File: config.mk
export PLATFORM = sky130hd
export DESIGN_NAME = pcs_sampler
export DESIGN_NICKNAME = d
export VERILOG_FILES = /design/src/rtl/pcs_pkg.sv /design/src/rtl/pcs_ctrl.sv /design/src/rtl/pcs_datapath.sv /design/src/rtl/pcs_sampler.sv
export SDC_FILE = /design/constraint.sdc
export NUM_CORES = 1
export LEC_CHECK = 0
export BUFFER_PORTS_ARGS = -buffer_cell sky130_fd_sc_hd__buf_2
export CORE_AREA = 2 2 103 124
export DETAILED_ROUTE_END_ITERATION = 10
export DIE_AREA = 0 0 105 126
export GPL_TIMING_DRIVEN = 0
export PLACE_DENSITY = 0.6
export SYNTH_ARGS = -nofsm -noshare
export SYNTH_HDL_FRONTEND = slang
export SYNTH_SLANG_ARGS = --single-unit
File: constraint.sdc
create_clock -name clk -period 3.95 [get_ports clk]
set_clock_uncertainty 0.05 [all_clocks]
set_input_delay 0.79 -clock clk [delete_from_list [all_inputs] [get_ports clk]]
set_output_delay 0.79 -clock clk [all_outputs]
set_load 0.05 [all_outputs]
File: src/rtl/pcs_pkg.sv
package pcs_pkg;
  typedef struct packed {
    logic capPeriodic;
    logic capMiss;
    logic setFresh;
    logic clearFresh;
  } pcs_strobe_t;
endpackage

File: src/rtl/pcs_ctrl.sv
module pcs_ctrl
  import pcs_pkg::*;
#(
  parameter int RATE_W    = 3,
  parameter int MIN_SHIFT = 5
) (
  input  logic              clk,
  input  logic              rstN,
  input  logic              sampleEn,
  input  logic              missCapEn,
  input  logic              missValid,
  input  logic              waitState,
  input  logic              readStrobe,
  input  logic              rateWrEn,
  input  logic [RATE_W-1:0] rateWrData,
  output pcs_strobe_t       strobe
);
  localparam int MAX_RATE = (1 << RATE_W) - 1;
  localparam int CNT_W    = MIN_SHIFT + MAX_RATE;

  logic [RATE_W-1:0] rateQ;
  logic [CNT_W-1:0]  countQ;
  logic              atPoint;
  logic              missHit;

  function automatic logic [CNT_W-1:0] periodM1(input logic [RATE_W-1:0] r);
    logic [RATE_W-1:0] sh;
    sh = RATE_W'(MAX_RATE) - r;
    return {CNT_W{1'b1}} >> sh;
  endfunction

  assign atPoint = sampleEn & ~waitState & ~rateWrEn & (countQ == '0);
  assign missHit = sampleEn & missCapEn & missValid;

  always_comb begin
    strobe.capMiss     = missHit;
    strobe.capPeriodic = atPoint & ~missHit;
    strobe.setFresh    = missHit | atPoint | (sampleEn & waitState);
    strobe.clearFresh  = readStrobe;
  end

  always_ff @(posedge clk) begin
    if (!rstN) begin
      rateQ  <= RATE_W'(MAX_RATE);
      countQ <= periodM1(RATE_W'(MAX_RATE));
    end else if (rateWrEn) begin
      rateQ  <= rateWrData;
      countQ <= periodM1(rateWrData);
    end else if (!sampleEn) begin
      countQ <= periodM1(rateQ);
    end else if (!waitState) begin
      if (countQ == '0) countQ <= periodM1(rateQ);
      else              countQ <= countQ - 1'b1;
    end
  end

  // the counter never exceeds the current period
  assert_count_bound_R1: assert property (@(posedge clk) disable iff (!rstN)
    countQ <= periodM1(rateQ));

  // the counter is frozen during a wait state
  assert_wait_freeze_R5: assert property (@(posedge clk) disable iff (!rstN)
    (sampleEn && waitState && !rateWrEn) |=> $stable(countQ));

  // a rate write is taken into the field
  assert_rate_write_R10: assert property (@(posedge clk) disable iff (!rstN)
    rateWrEn |=> (rateQ == $past(rateWrData)));

  // no capture strobe while disabled
  assert_disabled_quiet_R11: assert property (@(posedge clk) disable iff (!rstN)
    !sampleEn |-> !(strobe.capMiss || strobe.capPeriodic));
endmodule

File: src/rtl/pcs_datapath.sv
module pcs_datapath
  import pcs_pkg::*;
#(
  parameter int ADDR_W = 32,
  parameter int TID_W  = 8,
  parameter int ASID_W = 8,
  localparam int WORD_W = ADDR_W + 1 + TID_W + ASID_W
) (
  input  logic              clk,
  input  logic              rstN,
  input  pcs_strobe_t       strobe,
  input  logic              retireValid,
  input  logic [ADDR_W-1:0] retireAddr,
  input  logic [ADDR_W-1:0] nextAddr,
  input  logic [ADDR_W-1:0] missAddr,
  input  logic [TID_W-1:0]  threadId,
  input  logic [ASID_W-1:0] asid,
  input  logic              noAsid,
  output logic [WORD_W-1:0] sampleWord,
  output logic [7:0]        sampleWidth
);
  logic [ADDR_W-1:0] addrQ;
  logic [TID_W-1:0]  tidQ;
  logic [ASID_W-1:0] asidQ;
  logic              freshQ;
  logic [ADDR_W-1:0] periodicAddr;
  logic              anyCap;

  assign periodicAddr = retireValid ? retireAddr : nextAddr;
  assign anyCap       = strobe.capMiss | strobe.capPeriodic;

  always_ff @(posedge clk) begin
    if (!rstN) begin
      addrQ  <= '0;
      tidQ   <= '0;
      asidQ  <= '0;
      freshQ <= 1'b0;
    end else begin
      if (anyCap) begin
        addrQ <= strobe.capMiss ? missAddr : periodicAddr;
        tidQ  <= threadId;
        asidQ <= asid;
      end
      if (strobe.setFresh)        freshQ <= 1'b1;
      else if (strobe.clearFresh) freshQ <= 1'b0;
    end
  end

  assign sampleWord  = {(noAsid ? {ASID_W{1'b0}} : asidQ), tidQ, freshQ, addrQ};
  assign sampleWidth = noAsid ? 8'(WORD_W - ASID_W) : 8'(WORD_W);

  // at most one capture source per edge
  assert_one_source_R8: assert property (@(posedge clk) disable iff (!rstN)
    $onehot0({strobe.capMiss, strobe.capPeriodic}));

  // a capture leaves the fresh flag set
  assert_fresh_on_cap_R4: assert property (@(posedge clk) disable iff (!rstN)
    anyCap |=> freshQ);

  // a miss capture stores the miss address
  assert_miss_addr_R7: assert property (@(posedge clk) disable iff (!rstN)
    strobe.capMiss |=> (addrQ == $past(missAddr)));

  // a read with nothing setting the flag clears it
  assert_read_clear_R9: assert property (@(posedge clk) disable iff (!rstN)
    (strobe.clearFresh && !strobe.setFresh) |=> !freshQ);
endmodule

File: src/rtl/pcs_sampler.sv
module pcs_sampler
  import pcs_pkg::*;
#(
  parameter int ADDR_W    = 32,
  parameter int TID_W     = 8,
  parameter int ASID_W    = 8,
  parameter int RATE_W    = 3,
  parameter int MIN_SHIFT = 5,
  localparam int WORD_W   = ADDR_W + 1 + TID_W + ASID_W
) (
  input  logic              clk,
  input  logic              rstN,
  input  logic              retireValid,
  input  logic [ADDR_W-1:0] retireAddr,
  input  logic [ADDR_W-1:0] nextAddr,
  input  logic              waitState,
  input  logic [TID_W-1:0]  threadId,
  input  logic [ASID_W-1:0] asid,
  input  logic              missValid,
  input  logic [ADDR_W-1:0] missAddr,
  input  logic              sampleEn,
  input  logic              missCapEn,
  input  logic              noAsid,
  input  logic              rateWrEn,
  input  logic [RATE_W-1:0] rateWrData,
  input  logic              readStrobe,
  output logic [WORD_W-1:0] sampleWord,
  output logic [7:0]        sampleWidth
);
  pcs_strobe_t strobe;

  pcs_ctrl #(.RATE_W(RATE_W), .MIN_SHIFT(MIN_SHIFT)) u_ctrl (
    .clk(clk), .rstN(rstN), .sampleEn(sampleEn), .missCapEn(missCapEn),
    .missValid(missValid), .waitState(waitState), .readStrobe(readStrobe),
    .rateWrEn(rateWrEn), .rateWrData(rateWrData), .strobe(strobe)
  );

  pcs_datapath #(.ADDR_W(ADDR_W), .TID_W(TID_W), .ASID_W(ASID_W)) u_dp (
    .clk(clk), .rstN(rstN), .strobe(strobe), .retireValid(retireValid),
    .retireAddr(retireAddr), .nextAddr(nextAddr), .missAddr(missAddr),
    .threadId(threadId), .asid(asid), .noAsid(noAsid),
    .sampleWord(sampleWord), .sampleWidth(sampleWidth)
  );

  // a suppressed ASID never reaches the word
  assert_asid_hidden_R6: assert property (@(posedge clk) disable iff (!rstN)
    noAsid |-> (sampleWord[WORD_W-1 -: ASID_W] == '0 && sampleWidth == 8'(WORD_W - ASID_W)));
endmodule

; ---- After elaboration in Yosys (flattened, before gate mapping)
; Cells that the tools add are included.
[totals]
elab_cells = 37
out_inout_bits = 57
ff_bits = 64
[classes]
bitwise_logic = 13
muxes = 10
add_sub_neg = 3
eq_ne = 1
n_reduce_logical = 2
shifts = 2
[ops]
columns = op, n
row1 = $mux W32, 2
row2 = $mux W12, 4
row3 = $shr A12 B3 Y12 const A, 2
row4 = $logic_not A12 Y1, 1
row5 = $sub A12 B1 Y12 const B, 1
row6 = $mux W8, 1
row7 = $and A1 B1 Y1, 7
row8 = $sub A3 B3 Y3 const A, 2
row9 = $mux W5, 1
row10 = $ne A3 B2 Y1 const B, 1
row11 = $not A1 Y1, 3
row12 = $or A1 B1 Y1, 3
row13 = $mux W1, 2
row14 = $reduce_bool A2 Y1, 1

; ---- Longest topological paths before layout
[logic_depth]
ltp_word = 7
mapped_depth = 9
mapped_depth_nobuf = 7

; ---- Modules after synthesis
; A second synthesis with hierarchy kept.
[unflattened]
cells_unflattened = 417
area_unflattened_um2 = 3781.1
[modules_own_cells]
columns = module, cells_per_inst, instances, area_per_inst_um2
row1 = pcs_datapath, 276, 1, 2678.8
row2 = pcs_ctrl, 141, 1, 1102.3

; ---- Least setup slack after synthesis
; OpenSTA, ideal clock, no wires.
[synth_path]
path_kind = input-to-output
start = in noAsid
end = out sampleWord[41]
arrival_time_ps = 1479
setup_slack_ps = 1631
path_buffers = 0
stages = 1
cell_sequence = nor2b_1
[synth_between]
elab_chain_len = 1
[synth_lines]
columns = element, line_no
row1 = start: declaration, pcs_sampler.sv:23  ; input logic noAsid,
row2 = $mux W8, pcs_datapath.sv:49  ; assign sampleWord = {(noAsid ? {ASID_W{1'b0}} : asidQ), tidQ, freshQ, addrQ};
row3 = end: declaration, pcs_sampler.sv:27  ; output logic [WORD_W-1:0] sampleWord,
; Every way passes these cells.

; ---- Worst setup path in the final report
[layout_path]
start = reg u_ctrl.countQ[2]
end = reg u_dp.addrQ[18]
[layout_between]
elab_chain_len = 4
[layout_lines]
columns = element, line_no
row1 = start: declaration, pcs_ctrl.sv:22  ; logic [CNT_W-1:0] countQ;
row2 = start signal: assignment, pcs_ctrl.sv:45  ; countQ <= periodM1(RATE_W'(MAX_RATE));
row3 = start signal: assignment, pcs_ctrl.sv:48  ; countQ <= periodM1(rateWrData);
row4 = start signal: assignment, pcs_ctrl.sv:50  ; countQ <= periodM1(rateQ);
row5 = $logic_not A12 Y1, pcs_ctrl.sv:32  ; assign atPoint = sampleEn & ~waitState & ~rateWrEn & (countQ == '0);
row6 = $and A1 B1 Y1, pcs_ctrl.sv:32
row7 = $and A1 B1 Y1, pcs_ctrl.sv:37  ; strobe.capPeriodic = atPoint & ~missHit;
row8 = $or A1 B1 Y1, pcs_datapath.sv:30  ; assign anyCap = strobe.capMiss | strobe.capPeriodic;
row9 = end signal: assignment, pcs_datapath.sv:40  ; addrQ <= strobe.capMiss ? missAddr : periodicAddr;
row10 = end: declaration, pcs_datapath.sv:22  ; logic [ADDR_W-1:0] addrQ;
; Every way passes these cells.
; A chain may end at the register's enable or synchronous reset.

==> results_dict.tcl <==
set metrics [dict create \
    power.density_nw_per_um2 384 \
    rsz0062_at_grt "no" \
    setup_viol 0 \
    crit_slowest_cell "nor4_4" \
    ir_drop_mv 0.238 \
    avgSynthCellArea_um2 8.04 \
    die_h_um 126 \
    place_congestion 0.917 \
    drt_pass1_iterations 5 \
    cts-resized-gates 0 \
    synthFlopType "dfxtp_1" \
    syn_area_um2 3540 \
    async_flop_share 0 \
    track_usage 0.185 \
    grt_max_degree 11 \
    die_x_um 105 \
    ctsHoldBuffers 0 \
    place.detailed.hpwl_mm 9.27 \
    setup_slack_ps 1480 \
    cp-start-kind "flop" \
    relSlewSlack 0.506 \
    nets 755 \
    crit_chain "nor4_4 > nand4_4 > o41ai_4 > clkbuf_1 > o21ai_0" \
    grt.overflow.total 0 \
    cts.sinks 64 \
    ioPinCount 182 \
    r2r_start "u_ctrl.countQ[2]" \
    layout_common_cells "175 x buf_2, 99 x nand2_1, 64 x dfxtp_1, 48 x o21ai_0, 34 x mux2i_1" \
    critical_path.top_delay_family "simple AND/OR/NAND/NOR gates" \
    grt_pass1_wl_mm 19.7 \
    clockRootBuffer "clkbuf_16" \
    cts_tree "yes" \
    placed_cells 778 \
    start_util 0.295 \
    hp-class "flop to flop" \
    stdcell_count 793 \
    place_ws_ps 1050 \
    p_total_mw 1.90 \
    critPathLaunch "u_ctrl.countQ[2]" \
    drv_slew 0 \
    critPathBufInv 1 \
    fillCellCount 1313 \
    min-delay-start "u_dp.addrQ[13]" \
    ant_nets 0 \
    path_class "flop to flop" \
    endpoint_kind "flop" \
    syn_inst 440 \
    clk_latency_ps 330 \
    p_leak_nw 2.35 \
    period_share 0.626 \
    cts_made_buffers 9 \
    max_slew.worst_pin.slew_ps 741 \
    post_cts_buffers 0 \
    status "finished clean" \
    area_delta_synth_final_pct 39.7 \
    fin_util 0.412 \
    worstPathMaxFanout 10 \
    drtIter0Drc 157 \
    core_area_um2 12000 \
    period_minus_slack_ps 2470 \
    remaining_drc_errors 0 \
    synth_edf_count 0 \
    via_count 3937 \
    insertedDiodeCount 0 \
    clock_tree.buffer_depth 2 \
    fin_tns_setup_ps 0 \
    cp.required_ps 4100 \
    path_clk_slew_ps 50 \
    htree_levels 3 \
    final_common_cell "buf_2" \
    dieArea_um2 13200 \
    drv_cap 0 \
    critPathMaxStageDelay_ps 550 \
    fp-row-count 44 \
    yosys_warnings 0 \
    drive_gt1_frac 0.329 \
    wl_per_cell_um 15.1 \
    max_freq_mhz 405 \
    synth-seq-cells 64 \
    via_per_inst 4.96 \
    hold_viol 0 \
    synth_cell_types 54 \
    routed_wirelength_mm 12.0 \
    critPathArrivalTime_ps 2620 \
    portBuffers 173 \
    grt_pass1_vias 3961 \
    ys_seq_area_frac 0.362 \
    antenna_found_initial 0 \
]
==> metrics by stage <==
step	hold slack (ps)	instance area (um^2)
global route	424	4940
CTS	397	4940
detailed placement	390	4620
finish	393	4940
floorplan	374	3550
global placement	386	4620
==> logic make-up after synthesis <==
family,Yosys count,share of synthesized area
compound gates,116,0.228
xor+xnor,5,0.0124
fa+ha+maj,2,0.00707
buf+inv,49,0.0686
flops,64,0.362
mux,35,0.0994
other cells,2,0.00212
simple gates,167,0.220
==> routing by layer <==
metal,part of all wire,global-route usage,vias up
met5,0,0,-
met2,0.50,0.318,144
met3,0.061,0.0445,23
li1,-,-,1960
met4,0.026,0.0855,0
met1,0.41,0.217,1810
==> worst register-to-register path: cells and delay by family (launching register included) <==
kind | cells | cell delay (ps)
and+or+nand+nor | 2 | 820
AOI/OAI and AO/OA | 2 | 680
buffers and inverters | 1 | 420
DFF | 1 | 370
==> flip-flops by register name, summed over array words and instances (netlist names) <==
register and flops:
u_ctrl.countQ 12, u_dp.addrQ 32, u_dp.asidQ 8, u_dp.tidQ 8, u_dp.freshQ 1, u_ctrl.rateQ 3
==> area by class of cell <==
type,instances,area (um^2),area share
timing repair buffer,173,866,0.175
clock inverter,3,65.1,0.0132
clock buffer,12,256,0.0519
inverter,6,22.5,0.00456
tap,161,201,0.0408
multi-input combinational,331,2030,0.410
buffer,43,220,0.0446
sequential,64,1280,0.259
==> final timing paths <==
check        slack, ps  cells past startpoint              to
max               1480                      5  u_dp.addrQ[18]
min reg2reg        390                      2  u_dp.addrQ[13]
min                390                      2  u_dp.addrQ[13]
max reg2reg       1480                      5  u_dp.addrQ[18]
==> where the power goes <==
group	switching, mW	internal, mW
sequential	0.0219	0.674
clock	0.289	0.582
combinational	0.210	0.120
==> synth_stat cells (3+ instances only) <==
cell type,instances,area (um^2)
buf_4,9,67.6
buf_1,3,11.3
nor2_1,12,45.0
inv_1,6,22.5
nand3_1,24,120
o2111ai_1,32,280
nor3_1,3,15.0
xnor2_1,3,26.3
clkbuf_1,26,97.6
nor2b_1,12,75.1
o21ai_1,5,25.0
a21oi_1,6,30.0
o21ai_0,48,240
buf_6,3,33.8
mux2i_1,34,340
dfxtp_1,64,1280
nand2_1,99,372
No activity file was read; power rests on OpenSTA's default activity.
